**src/rtl/alm_pkg.sv**
```systemverilog
package alm_pkg;

    localparam int NFLD  = 6;
    localparam int FLD_W = 12;
    localparam int CTL_W = 7;
    localparam int GLB_BIT = 6;
    localparam int STS_ALM_BIT = 1;

    typedef enum logic [2:0] {
        FLD_SEC  = 3'd0,
        FLD_MIN  = 3'd1,
        FLD_HOUR = 3'd2,
        FLD_DAY  = 3'd3,
        FLD_MON  = 3'd4,
        FLD_YEAR = 3'd5
    } fld_e;

    typedef logic [NFLD-1:0][FLD_W-1:0] fld_arr_t;

    // Storage mask applied to each alarm value as it is written.
    function automatic logic [FLD_W-1:0] fld_mask(input int idx);
        logic [FLD_W-1:0] m;
        case (idx)
            0, 1:    m = 12'h07F;
            2, 3:    m = 12'h03F;
            4:       m = 12'h01F;
            default: m = 12'hFFF;
        endcase
        return m;
    endfunction

    typedef struct packed {
        logic [CTL_W-1:0] ctl;
        fld_arr_t         val;
    } regs_t;

    typedef struct packed {
        logic sts;
    } sts_t;

endpackage

```
**src/rtl/alm_regs.sv**
```systemverilog
module alm_regs
    import alm_pkg::*;
(
    input  logic             clk,
    input  logic             rst_n,
    input  logic             ctl_we,
    input  logic [7:0]       ctl_wdata,
    input  logic             fld_we,
    input  logic [2:0]       fld_sel,
    input  logic [FLD_W-1:0] fld_wdata,
    output logic [CTL_W-1:0] ctl_q,
    output fld_arr_t         val_q
);

    regs_t r_d, r_q;

    always_comb begin
        r_d = r_q;
        if (ctl_we) begin
            r_d.ctl = ctl_wdata[CTL_W-1:0];
        end
        for (int i = 0; i < NFLD; i++) begin
            if (fld_we && (int'(fld_sel) == i)) begin
                r_d.val[i] = fld_wdata & fld_mask(i);
            end
        end
    end

    always_ff @(posedge clk) begin
        if (!rst_n) begin
            r_q <= '0;
        end else begin
            r_q <= r_d;
        end
    end

    assign ctl_q = r_q.ctl;
    assign val_q = r_q.val;

endmodule

```
**src/rtl/alm_cmp.sv**
```systemverilog
module alm_cmp
    import alm_pkg::*;
(
    input  fld_arr_t          cur,
    input  fld_arr_t          alm,
    input  logic [NFLD-1:0]   en,
    output logic [NFLD-1:0]   hit
);

    genvar g;
    generate
        for (g = 0; g < NFLD; g++) begin : g_fld
            always_comb begin
                hit[g] = en[g] && (cur[g] == alm[g]);
            end
        end
    endgenerate

endmodule

```
**src/rtl/alm_sts.sv**
```systemverilog
module alm_sts
    import alm_pkg::*;
(
    input  logic       clk,
    input  logic       rst_n,
    input  logic       fire,
    input  logic       sts_we,
    input  logic [1:0] sts_wdata,
    output logic       sts
);

    sts_t s_d, s_q;

    always_comb begin
        s_d = s_q;
        if (sts_we && sts_wdata[STS_ALM_BIT]) begin
            s_d.sts = 1'b0;
        end
        if (fire) begin
            s_d.sts = 1'b1;
        end
    end

    always_ff @(posedge clk) begin
        if (!rst_n) begin
            s_q <= '0;
        end else begin
            s_q <= s_d;
        end
    end

    assign sts = s_q.sts;

endmodule

```
**src/rtl/bcd_alarm_matcher.sv**
```systemverilog
module bcd_alarm_matcher
    import alm_pkg::*;
#(
    parameter int CAL_W = 8,
    parameter int YR_W  = 12
) (
    input  logic             clk,
    input  logic             rst_n,
    input  logic             sec_tick,
    input  logic [CAL_W-1:0] cal_sec,
    input  logic [CAL_W-1:0] cal_min,
    input  logic [CAL_W-1:0] cal_hour,
    input  logic [CAL_W-1:0] cal_day,
    input  logic [CAL_W-1:0] cal_mon,
    input  logic [YR_W-1:0]  cal_year,
    input  logic             ctl_we,
    input  logic [7:0]       ctl_wdata,
    input  logic             fld_we,
    input  logic [2:0]       fld_sel,
    input  logic [YR_W-1:0]  fld_wdata,
    input  logic             sts_we,
    input  logic [1:0]       sts_wdata,
    output logic             alm_sts,
    output logic             alm_irq
);

    localparam int PAD_C = FLD_W - CAL_W;
    localparam int PAD_Y = FLD_W - YR_W;

    logic [CTL_W-1:0] ctl_q;
    fld_arr_t         val_q;
    fld_arr_t         cur;
    logic [NFLD-1:0]  hit;
    logic             glob_en;
    logic             fire;

    always_comb begin
        cur[FLD_SEC]  = {{PAD_C{1'b0}}, cal_sec};
        cur[FLD_MIN]  = {{PAD_C{1'b0}}, cal_min};
        cur[FLD_HOUR] = {{PAD_C{1'b0}}, cal_hour};
        cur[FLD_DAY]  = {{PAD_C{1'b0}}, cal_day};
        cur[FLD_MON]  = {{PAD_C{1'b0}}, cal_mon};
        cur[FLD_YEAR] = {{PAD_Y{1'b0}}, cal_year};
    end

    alm_regs u_regs (
        .clk       (clk),
        .rst_n     (rst_n),
        .ctl_we    (ctl_we),
        .ctl_wdata (ctl_wdata),
        .fld_we    (fld_we),
        .fld_sel   (fld_sel),
        .fld_wdata ({{PAD_Y{1'b0}}, fld_wdata}),
        .ctl_q     (ctl_q),
        .val_q     (val_q)
    );

    alm_cmp u_cmp (
        .cur (cur),
        .alm (val_q),
        .en  (ctl_q[NFLD-1:0]),
        .hit (hit)
    );

    assign glob_en = ctl_q[GLB_BIT];
    assign fire    = sec_tick && glob_en && (|hit);

    alm_sts u_sts (
        .clk       (clk),
        .rst_n     (rst_n),
        .fire      (fire),
        .sts_we    (sts_we),
        .sts_wdata (sts_wdata),
        .sts       (alm_sts)
    );

    assign alm_irq = alm_sts;

endmodule

```
**config.mk**
```make
export PLATFORM = sky130hd
export DESIGN_NAME = bcd_alarm_matcher
export DESIGN_NICKNAME = d
export VERILOG_FILES = /design/src/rtl/alm_pkg.sv /design/src/rtl/alm_regs.sv /design/src/rtl/alm_cmp.sv /design/src/rtl/alm_sts.sv /design/src/rtl/bcd_alarm_matcher.sv
export SDC_FILE = /design/constraint.sdc
export NUM_CORES = 1
export LEC_CHECK = 0
export ABC_AREA = 1
export CAP_MARGIN = 5
export CORE_MARGIN = 1.5
export CORE_UTILIZATION = 45
export CTS_CLUSTER_SIZE = 30
export DETAILED_ROUTE_END_ITERATION = 16
export PLACE_DENSITY = 0.78
export SLEW_MARGIN = 40
export SYNTH_ARGS = -nofsm -noshare
export SYNTH_HDL_FRONTEND = slang
export SYNTH_SLANG_ARGS = --single-unit
```
**constraint.sdc**
```tcl
create_clock -name clk -period 1.4 [get_ports clk]
set_input_delay 0.21 -clock clk [delete_from_list [all_inputs] [get_ports clk]]
set_output_delay 0.21 -clock clk [all_outputs]
set_load 0.005 [all_outputs]
```
## Yosys cells after proc, flatten, opt, wreduce, memory -nomap -nowiden

Cells that the tools add are included.

- Bits of input ports: 83
- Bits in registers: 80
- Output and inout port bits: 2

- Bitwise operators: 6
- Equal/unequal tests: 11
- Mux-type cells: 8
- Reductions and logical operators: 18

Operators with widths:

| kind | count |
|---|---|
| $and A12 B12 Y12 | 6 |
| $mux W12 | 6 |
| $eq A8 B12 Y1 | 5 |
| $logic_and A1 B1 Y1 | 15 |
| $eq A12 B12 Y1 | 1 |
| $eq A3 B3 Y1 const B | 4 |
| $reduce_or A6 Y1 | 1 |
| $eq A3 B2 Y1 const B | 1 |
| $logic_not A3 Y1 | 1 |
| $mux W1 | 2 |
| $reduce_bool A2 Y1 | 1 |

## Depth between registers and ports, before layout

- Depth after elaboration: 5
- Gate-level depth with buffers: 12
- Gate-level depth less buffers: 12

## Hierarchy

A second synthesis with hierarchy kept.

- Cells, all modules: 617
- Area, all modules: 3542.1 um2

Modules (own cells, without submodules):

| module | cells an instance | times used | sequential area each (um2) | area an instance (um2) |
|---|---|---|---|---|
| alm_regs | 320 | 1 | 1001.0 | 2227.1 |
| alm_cmp | 281 | 1 | 0.0 | 1228.7 |
| alm_sts | 6 | 1 | 20.0 | 43.8 |
| bcd_alarm_matcher | 10 | 1 | 0.0 | 42.5 |

## Worst setup path before layout

Ideal clock, no wire load.

- Path kind: register to register
- Start point: reg u_regs.r_q, in the netlist u_regs.val_q[3]
- End point: reg u_sts.s_q (netlist: u_sts.sts)
- Stages on the path, launching flop included: 13
- Setup time: 70 ps
- Path buffers: 0
- Setup slack: 427 ps
- Data arrival time: 903 ps
- Cells stage by stage: dfxtp_1 inv_1 nand2_1 nand2_1 inv_1 nand2_1 nor2_1 nand2_1 nand2_1 nor2_1 nand2_1 nand2_1 a21oi_1

- Word-level cells in the longest chain between the ends: 5
- Elaborated cells on any way between the ends: 6
- Those cells by class: 1 x eq/ne; 1 x mux; 4 x reduce/logical

Ends and longest elaborated chain:

| what | RTL line | RTL |
|---|---|---|
| start: declaration | alm_regs.sv:15 | `regs_t r_d, r_q;` |
| start signal: assignment | alm_regs.sv:33 | `r_q <= r_d;` |
| $eq A8 B12 Y1 (*) | alm_cmp.sv:14 | `hit[g] = en[g] && (cur[g] == alm[g]);` |
| $logic_and A1 B1 Y1 (*) | alm_cmp.sv:14 |  |
| $reduce_or A6 Y1 (*) | bcd_alarm_matcher.sv:66 | `assign fire = sec_tick && glob_en && (\|hit);` |
| $logic_and A1 B1 Y1 (*) | bcd_alarm_matcher.sv:66 |  |
| $mux W1 / $reduce_bool A2 Y1 (equally long branches) | n/a |  |
| end signal: assignment | alm_sts.sv:26 | `s_q <= '0;` |
| end signal: assignment | alm_sts.sv:28 | `s_q <= s_d;` |
| end: declaration | alm_sts.sv:12 | `sts_t s_d, s_q;` |

Mark *: on every way between the ends. The rest lies on a longest branch, timed or not.
A chain may end at the register's enable or synchronous reset.

## Worst setup path after layout

- Start point: reg u_sts.s_q (netlist: u_sts.sts)
- End point: out alm_sts

RTL lines:

| what | RTL line | RTL |
|---|---|---|
| end: declaration | bcd_alarm_matcher.sv:23 | `output logic alm_sts,` |

No word-level cell between the ends.

==> flow_metrics.env <==
export IMPL_drc=0
export IMPL_core_sq_mm=0.00557
export IMPL_total_power_mw=3.02
export IMPL_htree_levels=2
export IMPL_ys_warn_count=0
export IMPL_fmax_mhz=737
export IMPL_die_x_um=79.7
export IMPL_syn_area_sq_mm=0.00264
export IMPL_vias=2686
export IMPL_slew_viol_final=0
export IMPL_start_kind="flop"
export IMPL_hold_violations=0
export IMPL_place_ws_ps=-150
export IMPL_wl_per_cell_um=11.2
export IMPL_firstDrtPassIters=5
export IMPL_path_class="flop to output port"
export IMPL_worst_slew_pin_slew_ps=371
export IMPL_hold_buffers=0
export IMPL_antenna_found_initial=0
export IMPL_vdd_drop_max_mv=0.380
export IMPL_sw_frac_of_total=0.244
export IMPL_gp_congestion=0.793
export IMPL_overflow=0
export IMPL_start_util=0.474
export IMPL_rsz0062_at_grt="false"
export IMPL_leakage_nw=1.64
export IMPL_syn_area_per_cell_sq_um=6.45
export IMPL_placed_area_sq_mm=0.00359
export IMPL_cts_clk_slew_worst_paths_ps=90
export IMPL_wl_met2_um=3020
export IMPL_worst_hold_slack_ps=460
export IMPL_drive_above_1_share=0.0677
export IMPL_grt_max_degree=52
export IMPL_clkPwrFrac=0.302
export IMPL_grt_pass1_wl_um=10700
export IMPL_cp_top_family="buffers and inverters"
export IMPL_worst_slack_ps=42.8
export IMPL_cts_root_buf="clkbuf_8"
export IMPL_period_share=0.969
export IMPL_drt_iter0_drc=134
export IMPL_io_buffers=82
export IMPL_hpwl_um=4890
export IMPL_p_sw_mw=0.737
export IMPL_drv_cap=0
export IMPL_synthesis_nets=493
export IMPL_dp_cells=566
export IMPL_powerDensity_mw_per_mm2=819
export IMPL_crit_path_max_incr_delay_ps=500
export IMPL_p_int_mw=2.28
export IMPL_slew_limit_headroom=0.752
export IMPL_ys_ff_latch=51
export IMPL_required_ps=1190
export IMPL_wl_met3_um=550
export IMPL_power_frac_comb=0.189
export IMPL_worst_path_buf_inv=1
export IMPL_min_path_type="flop to flop"
export IMPL_synth_cell_types=24
export IMPL_worst_path_max_delay_cell="clkdlybuf4s50_1"
export IMPL_crit_path_end_kind="output port"
export IMPL_cts_tree="done"
export IMPL_status="completed"
export IMPL_routed_wirelength_um=6430
export IMPL_grt_pass1_vias=2490
export IMPL_fin_cells=574
export IMPL_numClockSinks=51
export IMPL_seq_power_share=0.508
export IMPL_final_nets=584
export IMPL_path_cells="clkdlybuf4s50_1"
export IMPL_cp_arrival_ps=1150
export IMPL_fin_setup_tns_ps=0
export IMPL_ios=85
export IMPL_setup_viol=0
export IMPL_fin_util=0.662
export IMPL_grt_util_all_layers=0.215
export IMPL_wl_met1_um=2790
export IMPL_clock_latency_ps=300
export IMPL_routed_top_layer="met4"
export IMPL_yosysSeqAreaShare=0.386
export IMPL_num_rows=27
export IMPL_n_antenna_cell=0
export IMPL_numCtsBuffers=5
export IMPL_die_area_sq_mm=0.00634
export IMPL_cp_max_fo=3
export IMPL_finClkSkew_ps=4.12
export IMPL_syn_inst=410
export IMPL_vias_per_cell=4.68
export IMPL_ant_nets=0
export IMPL_clk_path_buf_depth=2
export IMPL_die_height_um=79.7
export IMPL_syn_to_final_growth_pct=39.6
export IMPL_postLayoutCellArea_sq_mm=0.00369
export IMPL_period_needed_ps=1360
==> logic make-up after synthesis <==
logic type,after synthesis,share of synthesized area
flops,51,0.386
simple gates,172,0.261
xor+xnor,16,0.0530
compound gates,87,0.168
buf+inv,84,0.133
==> cells in the mapped netlist <==
cell / number / area, sq um
nor3b_1: 1 / 7.51
nor2_2: 3 / 18.8
buf_2: 1 / 5.00
buf_6: 4 / 45.0
nor3_4: 1 / 16.3
dfxtp_1: 51 / 1020
nand2_1: 94 / 353
xor2_1: 5 / 43.8
buf_4: 1 / 7.51
o21ai_0: 39 / 195
clkinv_1: 1 / 3.75
xnor2_1: 11 / 96.3
buf_1: 1 / 3.75
inv_2: 5 / 18.8
o21ai_1: 12 / 60.1
clkbuf_1: 4 / 15.0
o21ai_2: 2 / 17.5
a21oi_1: 34 / 170
nor3_1: 1 / 5.00
nand3_1: 7 / 35.0
inv_1: 67 / 251
nor2_4: 1 / 11.3
nor2_1: 63 / 236
nand2_2: 1 / 6.26
==> cell type report <==
cell class | instances | area (sq um)
timing repair buffer | 95 | 931
sequential | 51 | 1020
fill | 515 | 1880
clock buffer | 8 | 100
tap | 72 | 90.1
multi-input combinational | 275 | 1270
inverter | 73 | 274
==> layout by cell type, fill, tap and decap left out <==
cell | netlist | final
a21oi_1 | 34 | 34
buf_12 | 0 | 1
buf_4 | 1 | 12
clkbuf_1 | 4 | 1
clkbuf_8 | 0 | 7
clkdlybuf4s50_1 | 0 | 82
clkinv_1 | 1 | 1
dfxtp_1 | 51 | 50
dfxtp_2 | 0 | 1
inv_1 | 67 | 67
inv_2 | 5 | 5
nand2_1 | 94 | 94
nand2_2 | 1 | 1
nand3_1 | 7 | 7
nor2_1 | 63 | 63
nor2_2 | 3 | 3
nor2_4 | 1 | 1
nor3_1 | 1 | 1
nor3_4 | 1 | 1
nor3b_1 | 1 | 1
o21ai_0 | 39 | 39
o21ai_1 | 12 | 12
o21ai_2 | 2 | 2
xnor2_1 | 11 | 11
xor2_1 | 5 | 5
==> final timing paths <==
| path | start | to | slack [ps] | depth (start not counted) |
|---|---|---|---|---|
| setup / recovery | u_sts.sts$_SDFFE_PN0P_ | alm_sts | 40 | 1 |
| hold / removal | u_regs.val_q[39]$_SDFFE_PN0P_ | u_regs.val_q[39]$_SDFFE_PN0P_ | 460 | 2 |
| hold reg to reg | u_regs.val_q[39]$_SDFFE_PN0P_ | u_regs.val_q[39]$_SDFFE_PN0P_ | 460 | 2 |
| setup reg to reg | u_regs.val_q[3]$_SDFFE_PN0P_ | u_sts.sts$_SDFFE_PN0P_ | 210 | 12 |
==> metal layers <==
metal / global-route usage / vias up
met5: 0 / -
met4: 0.0632 / 0
met3: 0.0377 / 7
met2: 0.380 / 83
met1: 0.264 / 1164
li1: - / 1432
==> registers in the layout, indices dropped and copies added (netlist names) <==
signal / flops
u_regs.val_q: 43
u_regs.ctl_q: 7
u_sts.sts: 1
==> worst min-delay path: cells and delay by family (launching register included) <==
| kind | cells | cell delay, ps |
|---|---|---|
| flops | 1 | 330 |
| compound gates | 1 | 50 |
| buf+inv | 1 | 50 |
==> power groups by stage <==
stage	logic (mW)	registers (mW)	clock network, mW
2_1_floorplan	0.247	1.56	0
3_3_place_gp	0.560	1.57	0
3_5_place_dp	0.571	1.57	0
4_1_cts	0.574	1.54	0.933
5_1_grt	0.641	1.54	0.981
6_report	0.571	1.54	0.914
==> repair_timing <==
| action | in CTS | in global routing |
|---|---|---|
| endpoints found under the hold margin | 0 | 0 |
| setup endpoints to repair | 2 | 0 |
| gates resized for setup | 1 | 0 |
| buffers inserted | 0 | 0 |
Power figures use the tool's default switching activity.
